==> src/rtl/tvag_pkg.sv <==
`timescale 1ns/1ps
package tvag_pkg;

  typedef enum logic [1:0] {
    FMT_B8   = 2'd0,
    FMT_B16  = 2'd1,
    FMT_B32  = 2'd2,
    FMT_PAGE = 2'd3
  } tv_fmt_e;

  localparam int ORI_W    = 3;
  localparam int FMT_W    = 2;
  localparam int ORI_MIRX = 0;
  localparam int ORI_MIRY = 1;
  localparam int ORI_SWAP = 2;

  // Low-order x bits a format gives up (part of its pixel size)
  function automatic int unsigned fmt_xshift(tv_fmt_e f, int unsigned slot_w_bits);
    case (f)
      FMT_B32:  return 1;
      FMT_PAGE: return slot_w_bits;
      default:  return 0;
    endcase
  endfunction

  // Low-order y bits a format gives up
  function automatic int unsigned fmt_yshift(tv_fmt_e f, int unsigned slot_h_bits);
    case (f)
      FMT_B16:  return 1;
      FMT_B32:  return 1;
      FMT_PAGE: return slot_h_bits;
      default:  return 0;
    endcase
  endfunction

endpackage

==> src/rtl/tvag_geom.sv <==
`timescale 1ns/1ps
module tvag_geom
  import tvag_pkg::*;
#(
  parameter int CW_BITS  = 14,
  parameter int CH_BITS  = 13,
  parameter int SW_BITS  = 6,
  parameter int SH_BITS  = 6,
  parameter int SHW      = 6,
  parameter int STRIDE_W = 21,
  parameter int SLW_W    = 7,
  parameter int SLH_W    = 7
) (
  input  tv_fmt_e             fmt,
  output logic [SHW-1:0]      xbits,
  output logic [SHW-1:0]      ybits,
  output logic [SHW-1:0]      align,
  output logic [STRIDE_W-1:0] stride,
  output logic [SLW_W-1:0]    slot_w,
  output logic [SLH_W-1:0]    slot_h
);

  logic [SHW-1:0] xshift;
  logic [SHW-1:0] yshift;

  always_comb begin
    xshift = SHW'(fmt_xshift(fmt, SW_BITS));
    yshift = SHW'(fmt_yshift(fmt, SH_BITS));
    xbits  = SHW'(CW_BITS) - xshift;
    ybits  = SHW'(CH_BITS) - yshift;
    align  = xshift + yshift;
    stride = STRIDE_W'(1) << (SHW'(CW_BITS) + yshift);
    slot_w = SLW_W'(1) << (SHW'(SW_BITS) - xshift);
    slot_h = SLH_W'(1) << (SHW'(SH_BITS) - yshift);
  end

endmodule

==> src/rtl/tvag_coord_xform.sv <==
`timescale 1ns/1ps
module tvag_coord_xform #(
  parameter int COORD_W = 16,
  parameter int SHW     = 6
) (
  input  logic [COORD_W-1:0] x_in,
  input  logic [COORD_W-1:0] y_in,
  input  logic [SHW-1:0]     xbits,
  input  logic [SHW-1:0]     ybits,
  input  logic               mir_x,
  input  logic               mir_y,
  output logic [COORD_W-1:0] x_out,
  output logic [COORD_W-1:0] y_out,
  output logic               out_of_range
);

  // All-ones mask of nbits; saturates to full width when nbits >= COORD_W
  function automatic logic [COORD_W-1:0] axis_mask(input logic [SHW-1:0] nbits);
    return (COORD_W'(1) << nbits) - COORD_W'(1);
  endfunction

  function automatic logic [COORD_W-1:0] reflect(input logic [COORD_W-1:0] c,
                                                 input logic [COORD_W-1:0] m,
                                                 input logic en);
    return en ? (m - c) : c;
  endfunction

  logic [COORD_W-1:0] xmask;
  logic [COORD_W-1:0] ymask;

  always_comb begin
    xmask        = axis_mask(xbits);
    ymask        = axis_mask(ybits);
    out_of_range = (x_in > xmask) || (y_in > ymask);
    x_out        = reflect(x_in, xmask, mir_x);
    y_out        = reflect(y_in, ymask, mir_y);
  end

endmodule

==> src/rtl/tvag_offset_pack.sv <==
`timescale 1ns/1ps
module tvag_offset_pack #(
  parameter int COORD_W = 16,
  parameter int SHW     = 6,
  parameter int OFF_W   = 27,
  parameter int ORI_W   = 3,
  parameter int FMT_W   = 2,
  parameter int ADDR_W  = 32
) (
  input  logic [COORD_W-1:0] x_c,
  input  logic [COORD_W-1:0] y_c,
  input  logic [SHW-1:0]     xbits,
  input  logic [SHW-1:0]     ybits,
  input  logic [SHW-1:0]     align,
  input  logic               swap,
  input  logic [ORI_W-1:0]   orient,
  input  logic [FMT_W-1:0]   fmt,
  input  logic               out_of_range,
  output logic [ADDR_W-1:0]  addr
);

  function automatic logic [OFF_W-1:0] linearize(input logic [COORD_W-1:0] major,
                                                 input logic [COORD_W-1:0] minor,
                                                 input logic [SHW-1:0] minor_bits);
    return (OFF_W'(major) << minor_bits) + OFF_W'(minor);
  endfunction

  logic [OFF_W-1:0] lin;
  logic [OFF_W-1:0] offset;

  always_comb begin
    lin    = swap ? linearize(x_c, y_c, ybits) : linearize(y_c, x_c, xbits);
    offset = lin << align;
    addr   = out_of_range ? '0 : {fmt, orient, offset};
  end

endmodule

==> src/rtl/tiled_view_addr_gen.sv <==
`timescale 1ns/1ps
module tiled_view_addr_gen
  import tvag_pkg::*;
#(
  parameter int CW_BITS  = 14,
  parameter int CH_BITS  = 13,
  parameter int SW_BITS  = 6,
  parameter int SH_BITS  = 6,
  parameter int COORD_W  = 16,
  localparam int OFF_W    = CW_BITS + CH_BITS,
  localparam int ADDR_W   = OFF_W + ORI_W + FMT_W,
  localparam int SHW      = $clog2(CW_BITS + CH_BITS + SW_BITS + SH_BITS + 1),
  localparam int STRIDE_W = CW_BITS + SH_BITS + 1,
  localparam int SLW_W    = SW_BITS + 1,
  localparam int SLH_W    = SH_BITS + 1
) (
  input  logic                clk,
  input  logic                rst_n,
  input  logic                in_valid,
  input  logic [1:0]          fmt,
  input  logic [2:0]          orient,
  input  logic [COORD_W-1:0]  x,
  input  logic [COORD_W-1:0]  y,
  output logic                out_valid,
  output logic [ADDR_W-1:0]   addr,
  output logic                out_of_range,
  output logic [STRIDE_W-1:0] stride,
  output logic [SLW_W-1:0]    slot_w,
  output logic [SLH_W-1:0]    slot_h
);

  // Named internal events, brought out for the assertions
  logic [SHW-1:0]      g_xbits;
  logic [SHW-1:0]      g_ybits;
  logic [SHW-1:0]      g_align;
  logic [STRIDE_W-1:0] g_stride;
  logic [SLW_W-1:0]    g_slot_w;
  logic [SLH_W-1:0]    g_slot_h;
  logic [COORD_W-1:0]  xf_x;
  logic [COORD_W-1:0]  xf_y;
  logic                xf_oor;
  logic [ADDR_W-1:0]   pk_addr;

  tvag_geom #(
    .CW_BITS(CW_BITS), .CH_BITS(CH_BITS), .SW_BITS(SW_BITS), .SH_BITS(SH_BITS),
    .SHW(SHW), .STRIDE_W(STRIDE_W), .SLW_W(SLW_W), .SLH_W(SLH_W)
  ) u_geom (
    .fmt    (tv_fmt_e'(fmt)),
    .xbits  (g_xbits),
    .ybits  (g_ybits),
    .align  (g_align),
    .stride (g_stride),
    .slot_w (g_slot_w),
    .slot_h (g_slot_h)
  );

  tvag_coord_xform #(
    .COORD_W(COORD_W), .SHW(SHW)
  ) u_xform (
    .x_in         (x),
    .y_in         (y),
    .xbits        (g_xbits),
    .ybits        (g_ybits),
    .mir_x        (orient[ORI_MIRX]),
    .mir_y        (orient[ORI_MIRY]),
    .x_out        (xf_x),
    .y_out        (xf_y),
    .out_of_range (xf_oor)
  );

  tvag_offset_pack #(
    .COORD_W(COORD_W), .SHW(SHW), .OFF_W(OFF_W),
    .ORI_W(ORI_W), .FMT_W(FMT_W), .ADDR_W(ADDR_W)
  ) u_pack (
    .x_c          (xf_x),
    .y_c          (xf_y),
    .xbits        (g_xbits),
    .ybits        (g_ybits),
    .align        (g_align),
    .swap         (orient[ORI_SWAP]),
    .orient       (orient),
    .fmt          (fmt),
    .out_of_range (xf_oor),
    .addr         (pk_addr)
  );

  always_ff @(posedge clk) begin
    if (!rst_n) begin
      out_valid    <= 1'b0;
      addr         <= '0;
      out_of_range <= 1'b0;
      stride       <= '0;
      slot_w       <= '0;
      slot_h       <= '0;
    end else begin
      out_valid <= in_valid;
      if (in_valid) begin
        addr         <= pk_addr;
        out_of_range <= xf_oor;
        stride       <= g_stride;
        slot_w       <= g_slot_w;
        slot_h       <= g_slot_h;
      end
    end
  end

  // one-cycle latency behind the strobe
  p_latency_r2: assert property (@(posedge clk) disable iff (!rst_n)
    in_valid |=> out_valid);

  // idle cycles keep the result
  p_idle_hold_r2: assert property (@(posedge clk) disable iff (!rst_n)
    !in_valid |=> (!out_valid && $stable(addr) && $stable(stride)));

  // a rejected coordinate never leaks an address
  p_oor_zero_r4: assert property (@(posedge clk) disable iff (!rst_n)
    (out_valid && out_of_range) |-> (addr == '0));

  // mirrored/passed x stays inside its axis width when accepted
  p_x_in_axis_r5: assert property (@(posedge clk) disable iff (!rst_n)
    (in_valid && !xf_oor) |-> ((xf_x >> g_xbits) == '0));

  // same for y
  p_y_in_axis_r6: assert property (@(posedge clk) disable iff (!rst_n)
    (in_valid && !xf_oor) |-> ((xf_y >> g_ybits) == '0));

  // format field of the address follows the request
  p_fmt_field_r9: assert property (@(posedge clk) disable iff (!rst_n)
    (out_valid && !out_of_range) |-> (addr[ADDR_W-1 -: FMT_W] == $past(fmt)));

  // stride is a single power of two
  p_stride_pow2_r10: assert property (@(posedge clk) disable iff (!rst_n)
    out_valid |-> ($countones(stride) == 1));

endmodule

==> config.mk <==
export PLATFORM = sky130hd
export DESIGN_NAME = tiled_view_addr_gen
export DESIGN_NICKNAME = d
export VERILOG_FILES = /design/src/rtl/tvag_pkg.sv /design/src/rtl/tvag_geom.sv /design/src/rtl/tvag_coord_xform.sv /design/src/rtl/tvag_offset_pack.sv /design/src/rtl/tiled_view_addr_gen.sv
export SDC_FILE = /design/constraint.sdc
export NUM_CORES = 1
export LEC_CHECK = 0
export ABC_AREA = 1
export ABC_CLOCK_PERIOD_IN_PS = 11200
export BUFFER_PORTS_ARGS = -buffer_cell sky130_fd_sc_hd__buf_2
export CORE_ASPECT_RATIO = 1.75
export CORE_MARGIN = 2
export CORE_UTILIZATION = 45
export CTS_BUF_LIST = sky130_fd_sc_hd__clkbuf_8
export DETAILED_ROUTE_END_ITERATION = 10
export REMOVE_ABC_BUFFERS = 1
export SYNTH_ARGS = -nofsm -noshare
export SYNTH_HDL_FRONTEND = slang
export SYNTH_SLANG_ARGS = --single-unit
==> constraint.sdc <==
create_clock -name clk -period 11.2 [get_ports clk]
set_input_delay 0.56 -clock clk [delete_from_list [all_inputs] [get_ports clk]]
set_output_delay 0.56 -clock clk [all_outputs]
set_load 0.01 [all_outputs]
==> results.toml <==
[floorplan]
number_of_ports_placed_on_the_die_boundary = 109
start_util = 0.456
die-height_um = 183
design.core.area_mm2 = 0.0180
dieWidth_um = 106
floorplan.die_area_mm2 = 0.0194
floorplan_row_count = 65

[sta]
slew_headroom = 0.362
layout_worst_path_cycle_share = 0.544
fmax_mhz = 164
unrepaired_setup_endpoints_after_global_routing = "no"
max_slew.worst_pin.slew_ns = 0.947
finClkSkew_ns = 0
worst_case_setup_margin_in_the_final_layout_ns = 5.11
timing.final.setup_violations = 0
setup_total_negative_slack_ns = 0
period_needed_ns = 6.09
finalHoldViolCount = 0
fin_max_slew_vios = 0

[layout]
signed_area_change_from_the_synthesized_netlist_to_the_final_layout_pct = 7.49
post_layout_nonfiller_instances = 1759
nNetsFinal = 1625
multiInputGateArea_mm2 = 0.00623
final-seq-area_mm2 = 0.00102
layout.filler_cells = 2076
post_route_cells_drive_above_1_share = 0.123
num_antenna_cells = 0

[critical_path]
critPathKind = "primary input to register"
required_time_at_the_endpoint_of_the_critical_path_ns = 11.42
critPathArrivalTime_ns = 6.31
worst_setup_path_start_kind = "primary input"
endpoint_kind = "register"
cp_max_fo = 28

[global_route]
grt_antenna_before_repair = 0
grt_first_pass_wirelength_um = 48600
grt-ovfl-total = 0
grt_max_degree = 58
grt_pass1_vias = 9218
track_usage = 0.320

[drt]
antenna_violating_nets_post_route = 0
drt_pre_antenna_iters = 5
detail_route.wirelength_um = 31000
drt_drc_violations_left = 0
vias_per_cell = 5.53
vias = 9728
initialDrtViolationCount = 601
wl_per_cell_um = 17.6

[clock_network]
clock-root-buffer = "clkbuf_8"
numClockSinks = 51
numCtsBuffers = 5
cts.clk_slew.worst_paths_ns = 0.09
htree_levels = 2
cts-hold-fix-buffers = 0
tritoncts_clock_tree = "done"
postCtsResizedCells = 0
worst_skew_pair.late_latency_ns = 0.32
postCtsSetupBuffers = 0
max-clock-path-buffers = 2

[power]
power-per-cell-area_mw_per_mm2 = 94.1
power_mw = 0.829
p_int_mw = 0.412
clock_power_share = 0.166
netSwitchingFraction = 0.502
peak_supply_drop_uv = 124
seq_power_share = 0.225
static-leakage-power_nw = 4.79
combinationalPowerShare = 0.609
power.switching_mw = 0.416

[logic_synthesis]
yosys.area_share.adder = 0.0958
netlist-cell-type-count = 52
synth-edff-count = 0
syn-mean-instance-area_um2 = 5.56
most_common_flop_cell_mapped_by_yosys = "dfxtp_1"
synth_compound_area_frac = 0.147
post_synth_main_area_contributors = "nand2_1, nand3_1, dfxtp_1"
synth_largest_area_cell = "nand2_1"
synth_xor_area_frac = 0.0150
post_synth_inst_count = 1474
synth_top_family_by_area = "simple AND/OR/NAND/NOR gates"
muxShareOfSynthArea = 0.00366
synthesis.yosys.warnings = 0
synthArstFlopShare = 0
yosys_register_bits = 51
synth_simple_gate_area_share = 0.491
synth_sequential_area_ratio = 0.125
synthDominantCellAreaShare = 0.223
synthesis.area_mm2 = 0.00820

[placement]
preCtsSetupSlack_ns = 4.80
hpwl_um = 26000
dp_cells = 1751
io_buffer_count = 96
gpl.final_weighted_congestion = 0.989

[flow_run]
maxCapViolations = 0

[run_status]
run_status = "completed"

[worst_hold_path]
hold_path.class = "register to register"
-- layout make-up --
class | count | share of cell area
clock buffers | 6 | 0.00937
clock inverters | 2 | 0.00440
inverters | 160 | 0.0682
multi-input cells | 1201 | 0.707
flip-flops and latches | 51 | 0.116
well taps | 234 | 0.0332
repair buffers | 105 | 0.0622
-- metal layers --
metal	up-vias	wire length, um	track usage	share of wire
met5	-	0	0	0
met4	0	2000	0.187	0.064
met3	81	1060	0.0168	0.034
met2	258	16200	0.615	0.52
met1	4459	11700	0.339	0.38
li1	4930	-	-	-
-- worst paths after layout --
kind / start / end / slack [ns] / cells after the start
setup reg to reg: addr[29] / addr[29] / 10.58 / 1
setup / recovery: fmt[1] / addr[26] / 5.11 / 24
hold reg to reg: stride[7] / stride[7] / 0.43 / 2
hold / removal: stride[7] / stride[7] / 0.43 / 2
-- power groups by stage --
stage	Sequential (mW)	Combinational (mW)	Clock (mW)
2_1_floorplan	0.193	0.346	0
3_3_place_gp	0.191	0.499	0
3_5_place_dp	0.191	0.499	0
4_1_cts	0.187	0.501	0.140
5_1_grt	0.187	0.564	0.148
6_report	0.186	0.505	0.137
-- synth_stat cells, types with 5 or more instances --
cell / count
inv_1: 141
clkbuf_1: 23
o21ai_0: 87
buf_4: 23
nor3_1: 6
buf_2: 24
nor2_4: 7
dfxtp_1: 51
ha_1: 58
a32o_1: 8
o211ai_1: 5
or2_2: 10
xnor2_1: 5
inv_2: 15
o21ai_2: 6
nor2_1: 77
a21oi_1: 55
nand2_1: 486
nand3_1: 248
nor2_2: 6
nand3_2: 9
nand4_1: 23
xor2_1: 9
nand3b_1: 7
nand2_2: 9
o21ai_1: 16
-- placed cells by master (no fill, tap or decap), types with 7 or more instances in the layout --
cell	count
a21oi_1	55
a32o_1	8
buf_2	96
buf_4	9
conb_1	15
dfxtp_1	51
ha_1	57
inv_1	141
inv_2	15
nand2_1	486
nand2_2	9
nand3_1	248
nand3_2	9
nand3b_1	7
nand4_1	23
nor2_1	76
nor2_2	7
nor2_4	7
o21ai_0	87
o21ai_1	16
or2_2	10
xor2_1	9
-- cell families (layout without fill, tap and decap cells) --
logic type | count (synthesis) | after routing
AOI/OAI and AO/OA | 207 | 207
xor gates and xnor gates | 14 | 14
adders and majority gates | 61 | 61
buffers and inverters | 235 | 273
DFF | 51 | 51
muxes | 3 | 3
other | 2 | 15
and+or+nand+nor | 901 | 901
-- state kept, by name, summed over array words and instances (netlist names) --
register,flops
addr,32
out_of_range,1
out_valid,1
slot_h,4
slot_w,7
stride,6
-- worst max-delay path, cell delays in order --
cell	delay (ns)
buf_2	0.14
ha_1	0.59
inv_2	0.47
ha_1	0.80
inv_2	0.36
o21ai_0	0.58
nor2_1	0.09
ha_1	0.38
nand3_1	0.10
nand3_1	0.12
a21oi_1	0.14
o21ai_0	0.56
a311o_1	0.40
nand3_2	0.15
nor2_4	0.15
nand2_1	0.07
nand2_1	0.07
nand3_2	0.10
nand3_1	0.11
nand2_1	0.08
nand2_1	0.06
nand3_1	0.08
nand2_1	0.08
nand2_1	0.04
-- per-stage QoR --
stage	utilization	instance area [um2]	hold WS [ns]
floorplan	-	7850	0.454
global placement	0.484	8690	0.415
detailed placement	0.484	8690	0.418
CTS	0.490	8810	0.436
global route	0.490	8810	0.465
finish	0.490	8810	0.433
No activity file was read; power rests on OpenSTA's default activity.
